[src/rtl/sram_emu_pkg.sv]
package sram_emu_pkg;

    localparam int LANE_W = 8;
    localparam int LANES  = 2;
    localparam int BUS_W  = LANE_W * LANES;

    typedef enum logic {
        ORG_NARROW = 1'b0,
        ORG_WIDE   = 1'b1
    } org_e;

    typedef struct packed {
        logic drive;
        logic write;
    } lane_ctl_t;

    function automatic org_e org_from_pin(input logic pin);
        return pin ? ORG_WIDE : ORG_NARROW;
    endfunction

    // lane usable in a given organisation given its active-low strobe
    function automatic logic lane_usable(input org_e org, input int lane, input logic stb_n);
        if (org == ORG_WIDE) begin
            return ~stb_n;
        end
        return (lane == 0);
    endfunction

endpackage

[src/rtl/sram_emu_decode.sv]
module sram_emu_decode
    import sram_emu_pkg::*;
#(
    parameter int ADDR_W = 7,
    localparam int BA_W  = ADDR_W + 1
) (
    input  logic                            org_wide,
    input  logic                            cs_n,
    input  logic                            cs_en,
    input  logic                            we_n,
    input  logic                            oe_n,
    input  logic [LANES-1:0]                stb_n,
    input  logic [ADDR_W-1:0]               addr,
    input  logic                            top_pin,
    output lane_ctl_t [LANES-1:0]           ctl,
    output logic [LANES-1:0][BA_W-1:0]      byte_addr,
    output logic                            wr_cond
);

    org_e org;
    logic selected;
    logic [LANES-1:0] usable;
    logic [LANES-1:0] wr_vec;

    always_comb begin
        org      = org_from_pin(org_wide);
        selected = ~cs_n & cs_en;
    end

    for (genvar l = 0; l < LANES; l++) begin : g_lane
        always_comb begin
            usable[l]       = lane_usable(org, l, stb_n[l]);
            ctl[l].drive    = selected & we_n & ~oe_n & usable[l];
            ctl[l].write    = selected & ~we_n & usable[l];
            wr_vec[l]       = ctl[l].write;
            if (org == ORG_WIDE) begin
                byte_addr[l] = {addr, 1'(l)};
            end else begin
                byte_addr[l] = {top_pin, addr};
            end
        end
    end

    assign wr_cond = |wr_vec;

endmodule

[src/rtl/sram_emu_wedge.sv]
module sram_emu_wedge (
    input  logic clk,
    input  logic rst,
    input  logic wr_cond,
    output logic commit
);

    logic seen_q;

    always_ff @(posedge clk) begin
        if (rst) begin
            seen_q <= 1'b0;
        end else begin
            seen_q <= wr_cond;
        end
    end

    assign commit = wr_cond & ~seen_q;

endmodule

[src/rtl/sram_emu_array.sv]
module sram_emu_array
    import sram_emu_pkg::*;
#(
    parameter int ADDR_W = 7,
    localparam int BA_W  = ADDR_W + 1,
    localparam int DEPTH = 1 << BA_W
) (
    input  logic                             clk,
    input  logic                             commit,
    input  lane_ctl_t [LANES-1:0]            ctl,
    input  logic [LANES-1:0][BA_W-1:0]       byte_addr,
    input  logic [LANES-1:0][LANE_W-1:0]     wdata,
    output logic [LANES-1:0][LANE_W-1:0]     rdata
);

    logic [LANE_W-1:0] mem [DEPTH];

    always_ff @(posedge clk) begin
        if (commit) begin
            for (int l = 0; l < LANES; l++) begin
                if (ctl[l].write) begin
                    mem[byte_addr[l]] <= wdata[l];
                end
            end
        end
    end

    for (genvar l = 0; l < LANES; l++) begin : g_rd
        assign rdata[l] = mem[byte_addr[l]];
    end

endmodule

[src/rtl/sram_emu_bus.sv]
module sram_emu_bus
    import sram_emu_pkg::*;
(
    input  lane_ctl_t [LANES-1:0]           ctl,
    input  logic [LANES-1:0][LANE_W-1:0]    rdata,
    input  logic [LANES-1:0]                ext_drv,
    output logic [BUS_W-1:0]                dq_out,
    output logic [BUS_W-1:0]                dq_oe,
    output logic                            bus_err
);

    logic [LANES-1:0] clash;

    for (genvar l = 0; l < LANES; l++) begin : g_pin
        assign dq_oe [l*LANE_W +: LANE_W] = {LANE_W{ctl[l].drive}};
        assign dq_out[l*LANE_W +: LANE_W] = ctl[l].drive ? rdata[l] : '0;
        assign clash[l] = ctl[l].drive & ext_drv[l];
    end

    assign bus_err = |clash;

endmodule

[src/rtl/sram_emu.sv]
module sram_emu
    import sram_emu_pkg::*;
#(
    parameter int ADDR_W = 7
) (
    input  logic              clk,
    input  logic              rst,
    input  logic              org_wide,
    input  logic              cs_n,
    input  logic              cs_en,
    input  logic              we_n,
    input  logic              oe_n,
    input  logic              lane_lo_n,
    input  logic              lane_hi_n,
    input  logic [ADDR_W-1:0] addr,
    input  logic [15:0]       dq_in,
    input  logic [1:0]        ext_drv,
    output logic [15:0]       dq_out,
    output logic [15:0]       dq_oe,
    output logic              bus_err
);

    localparam int BA_W = ADDR_W + 1;

    lane_ctl_t [LANES-1:0]          ctl;
    logic [LANES-1:0][BA_W-1:0]     byte_addr;
    logic [LANES-1:0][LANE_W-1:0]   wdata;
    logic [LANES-1:0][LANE_W-1:0]   rdata;
    logic                           wr_cond;
    logic                           wr_commit;

    assign wdata = dq_in;

    sram_emu_decode #(.ADDR_W(ADDR_W)) u_dec (
        .org_wide (org_wide),
        .cs_n     (cs_n),
        .cs_en    (cs_en),
        .we_n     (we_n),
        .oe_n     (oe_n),
        .stb_n    ({lane_hi_n, lane_lo_n}),
        .addr     (addr),
        .top_pin  (dq_in[BUS_W-1]),
        .ctl      (ctl),
        .byte_addr(byte_addr),
        .wr_cond  (wr_cond)
    );

    sram_emu_wedge u_edge (
        .clk    (clk),
        .rst    (rst),
        .wr_cond(wr_cond),
        .commit (wr_commit)
    );

    sram_emu_array #(.ADDR_W(ADDR_W)) u_mem (
        .clk      (clk),
        .commit   (wr_commit),
        .ctl      (ctl),
        .byte_addr(byte_addr),
        .wdata    (wdata),
        .rdata    (rdata)
    );

    sram_emu_bus u_bus (
        .ctl    (ctl),
        .rdata  (rdata),
        .ext_drv(ext_drv),
        .dq_out (dq_out),
        .dq_oe  (dq_oe),
        .bus_err(bus_err)
    );

endmodule

[config.mk]
export PLATFORM = sky130hd
export DESIGN_NAME = sram_emu
export DESIGN_NICKNAME = d
export VERILOG_FILES = /design/src/rtl/sram_emu_pkg.sv /design/src/rtl/sram_emu_decode.sv /design/src/rtl/sram_emu_wedge.sv /design/src/rtl/sram_emu_array.sv /design/src/rtl/sram_emu_bus.sv /design/src/rtl/sram_emu.sv
export SDC_FILE = /design/constraint.sdc
export NUM_CORES = 2
export LEC_CHECK = 0
export CAP_MARGIN = 20
export CORE_ASPECT_RATIO = 0.8
export CORE_MARGIN = 4
export CORE_UTILIZATION = 40
export DETAILED_ROUTE_END_ITERATION = 8
export SYNTH_ARGS = -nofsm -noshare
export SYNTH_HDL_FRONTEND = slang
export SYNTH_HIERARCHICAL = 1
export SYNTH_SLANG_ARGS = --single-unit
[constraint.sdc]
create_clock -name clk -period 14.8 [get_ports clk]
set_input_delay 3.7 -clock clk [delete_from_list [all_inputs] [get_ports clk]]
set_output_delay 3.7 -clock clk [all_outputs]
set_load 0.01 [all_outputs]
### Word-level counts from Yosys, hierarchy flattened

Memories as Yosys holds them, arrays and structs flattened.
Cells that the tools add are included.

| cells by class | value |
|---|---|
| mux-type cells | 16 |
| bitwise logic cells | 17 |
| reductions and logical operators | 2 |

Operators with widths:

| cell | number |
|---|---|
| 2-to-1 mux 8 bit | 4 |
| 2-to-1 mux 1 bit | 12 |
| bitwise AND 1 bit | 11 |
| inverter 1 bit | 6 |
| OR reduction 2 bit | 2 |

| word-level totals | value |
|---|---|
| register bits | 1 |
| memory bits (writable) | 2048 |
| input port bits | 34 |
| output and inout port bits | 33 |
| logic and storage cells | 37 |
| memories kept | 1 |

Memories:

| memory | words | width | read ports | clocked after memory_dff | write ports | RTL line | RTL |
|---|---|---|---|---|---|---|---|
| u_mem.mem | 256 | 8 | 2 | 0 | 2 | sram_emu_array.sv:16 | `logic [LANE_W-1:0] mem [DEPTH];` |

### Longest topological paths before layout

| logic depth | value |
|---|---|
| depth in word-level cells | 8 |
| gate-level depth with buffers | 12 |

### Cells and area by module

Netlist, hierarchy kept.

By module, submodules not included:

| module | times used | cells an instance | area each (µm²) |
|---|---|---|---|
| sram_emu_array | 1 | 7555 | 120838.4 |
| sram_emu_bus | 1 | 33 | 239.0 |
| sram_emu_decode | 1 | 25 | 214.0 |
| sram_emu_wedge | 1 | 3 | 47.5 |

### Least setup slack after synthesis

Ideal clock, no wire load.

| timing | value |
|---|---|
| path kind | input to output |
| from | in org_wide |
| to | out dq_out[14] |
| arrival time | 6.202 ns |
| required time | 11.100 ns |
| setup slack | 4.898 ns |
| cell stages on the path | 12 |
| path through | buf_4 > mux2_2 > buf_4 > buf_2 > clkbuf_1 > buf_1 > mux4_2 > a22oi_1 > a21oi_1 > o41ai_1 > nand4_1 > and2_1 |

RTL lines:

| what | RTL line | RTL |
|---|---|---|
| from (decl) | sram_emu.sv:8 | `input logic org_wide,` |
| to (decl) | sram_emu.sv:18 | `output logic [15:0] dq_out,` |

==> flow_metrics.tcl <==
set metrics [dict create \
    power_frac_seq_pct 47.9 \
    synthCells 7616 \
    maxSlewHeadroom_pct 0.8902 \
    tns_ns 0 \
    r2r_cells 6 \
    stdcell_count 11450 \
    ctsResizeCount 0 \
    drt_pre_antenna_iters 6 \
    gp_congestion 0.9361 \
    ir_drop_uv 93.31 \
    final_cell_mix "2048 x edfxtp_1, 2004 x mux2_2, 1024 x mux4_2" \
    placementRows 180 \
    finalWirelength_um 443800 \
    min_period_ns 13.53 \
    viasPerCell 6.983 \
    clk_pin_slew_ns 0.07 \
    syn_area_sq_um 121300 \
    hold_path.class "reg2reg" \
    p_per_area_nw_per_um2 100.2 \
    clkSinkCount 2049 \
    io_pins 67 \
    postSynthAreaPerCell_sq_um 15.93 \
    max_cap_violations 0 \
    holdPathEnd "u_mem/mem[124][3]" \
    grt_overflow 0 \
    grt_start_max_net_pins 177 \
    hold_path_depth 5 \
    cts_buffer_depth 4 \
    drt_iter0_markers 12140 \
    worst_slew_pin_slew_ns 1.487 \
    ys_seq_area_share_pct 50.70 \
    crit_path_end_kind "output pin" \
    power_leakage_nw 40.09 \
    stdcell_area_sq_um 132900 \
    crit_type "in2out" \
    cts_setup_buffers 0 \
    setup_slack_ns 1.272 \
    slowest_delay_ns 1.04 \
    ant_nets 0 \
    cp_top_family "buffers and inverters" \
    drc 0 \
    dp_hpwl_um 271300 \
    die_area_sq_um 312300 \
    p_clk_share_pct 39.2 \
    drive_gt1_share_pct 52.29 \
    dieHeight_um 500.6 \
    p_total_mw 13.31 \
    cp-start-kind "input pin" \
    final_util_pct 44.10 \
    pre_cts_ws_ns 1.302 \
    drv_slew 0 \
    first_global_vias 77310 \
    synth.net_count 7650 \
    intPower_mw 9.861 \
    hold_buffers 0 \
    whs_ns 1.225 \
    cts_tree "built" \
    antenna_found_initial 14 \
    status "completed" \
    ys_types 40 \
    vias 79980 \
    layout.nets 7288 \
    p_sw_mw 3.453 \
    dp.cells 11020 \
    combinationalPowerShare_pct 12.9 \
    r2r_end "u_mem/mem[234][6]" \
    coreArea_sq_um 301300 \
    fin_crit_sh_pct 91.41 \
    yosysWarnings 6 \
    required_ns 11.10 \
    grt_pass1_wl_um 615400 \
    p_sw_share_pct 25.94 \
    crit_cells 13 \
    rsz0062_at_grt "false" \
    root_buffer "clkbuf_16" \
    hold_violations 0 \
    setup_viol 0 \
    arrival_ns 9.83 \
    synth.ff_latch_count 2049 \
    clock_latency_ns 0.88 \
    area_growth_pct 9.513 \
    rrSetupSlack_ns 10.68 \
    r2r-start "u_edge/seen_q" \
    start_util_pct 40.27 \
    dieWidth_um 623.8 \
    crit_buf_inv 6 \
    crit_chain "clkdlybuf4s50_1, nor2b_4, buf_12, buf_12, buf_4, mux4_2, a22oi_1, a21oi_1, o41ai_1, buf_4, nand4_1, and2_2, clkdlybuf4s50_1" \
    crit_fanout 20 \
    port_buffers 66 \
    h-tree-depth 4 \
    cts_buffers 216 \
    place_area_sq_um 126200 \
    hp-start "u_edge/seen_q" \
    mostFrequentLayoutCell "edfxtp_1" \
    fin_skew_ns 0.03769 \
    max_freq_mhz 73.92 \
    avgRoutedWirePerCell_um 38.75 \
    crit_slowest_cell "o41ai_1" \
    grt_use_total_pct 27.57 \
]
## logic make-up after synthesis
group	synth area share, %
multiplexers	38.08
flip-flops	50.70
AO/OA/AOI/OAI	5.941
buffers and inverters	3.330
AND/OR/NAND/NOR	1.952
## cell usage after synthesis, drive strengths merged
library cell / count / area, sq um
a22oi: 512 / 3844
o22ai: 165 / 1032
or3: 2 / 12.51
buf: 259 / 1371
and2: 20 / 135.1
nor3b: 5 / 37.54
dfxtp: 1 / 20.02
o21ai: 91 / 455.4
edfxtp: 2048 / 61500
nand4bb: 1 / 11.26
o41ai: 64 / 560.5
nand4: 17 / 106.4
mux2: 2055 / 23140
nor2: 187 / 1137
nor4: 1 / 21.27
nand2: 143 / 586.8
a21oi: 258 / 1295
nand2b: 7 / 43.79
nor2b: 17 / 121.4
or3b: 1 / 11.26
a31oi: 1 / 12.51
clkbuf: 710 / 2665
or2: 4 / 25.02
nor3: 8 / 50.05
inv: 1 / 3.750
and4: 1 / 8.760
nand3: 12 / 60.06
mux4: 1024 / 23060
a22o: 1 / 8.760
## power by group through the flow
stage	Sequential (mW)	Clock, mW	Combinational [mW]
floorplan	6.50	0	1.05
global placement	6.50	0	1.63
detailed placement	6.50	0	1.66
CTS	6.38	5.28	1.66
global route	6.37	5.53	1.76
finish	6.38	5.22	1.72
## tightest hold or removal path: stages (launching register included)
cell and delay (ns):
dfxtp_1 0.35, nor2b_4 0.07, nand4_1 0.13, or3_1 0.23, nor2_4 0.10, mux2_2 0.23
## final cells by class
type | instances | area [sq um]
diodes | 31 | 77.57
clock buffers | 260 | 5592
clock inverters | 121 | 794.5
fillers | 26390 | 168500
inverters | 1 | 3.754
multi-input cells | 4597 | 56080
flip-flops and latches | 2049 | 61520
well taps | 4004 | 5010
repair buffers | 389 | 3802
## worst max-delay path by stage
stage,startpoint,to
after global routing,org_wide,dq_out[4]
final,org_wide,dq_out[4]
after CTS,org_wide,dq_out[4]
after floorplan,org_wide,dq_out[14]
after global placement,org_wide,dq_out[1]
after detailed placement,org_wide,dq_out[4]
## metal layers
layer | share of wire [%] | track usage, %
met1 | 38 | 37.50
met2 | 44 | 40.49
met3 | 14 | 10.02
met4 | 4.2 | 10.13
met5 | 0.012 | 0
## sequential cells by signal (all words and copies together) (netlist names)
name and cells:
u_mem/mem 2048, u_edge/seen_q 1
No activity file was read; power rests on OpenSTA's default activity.
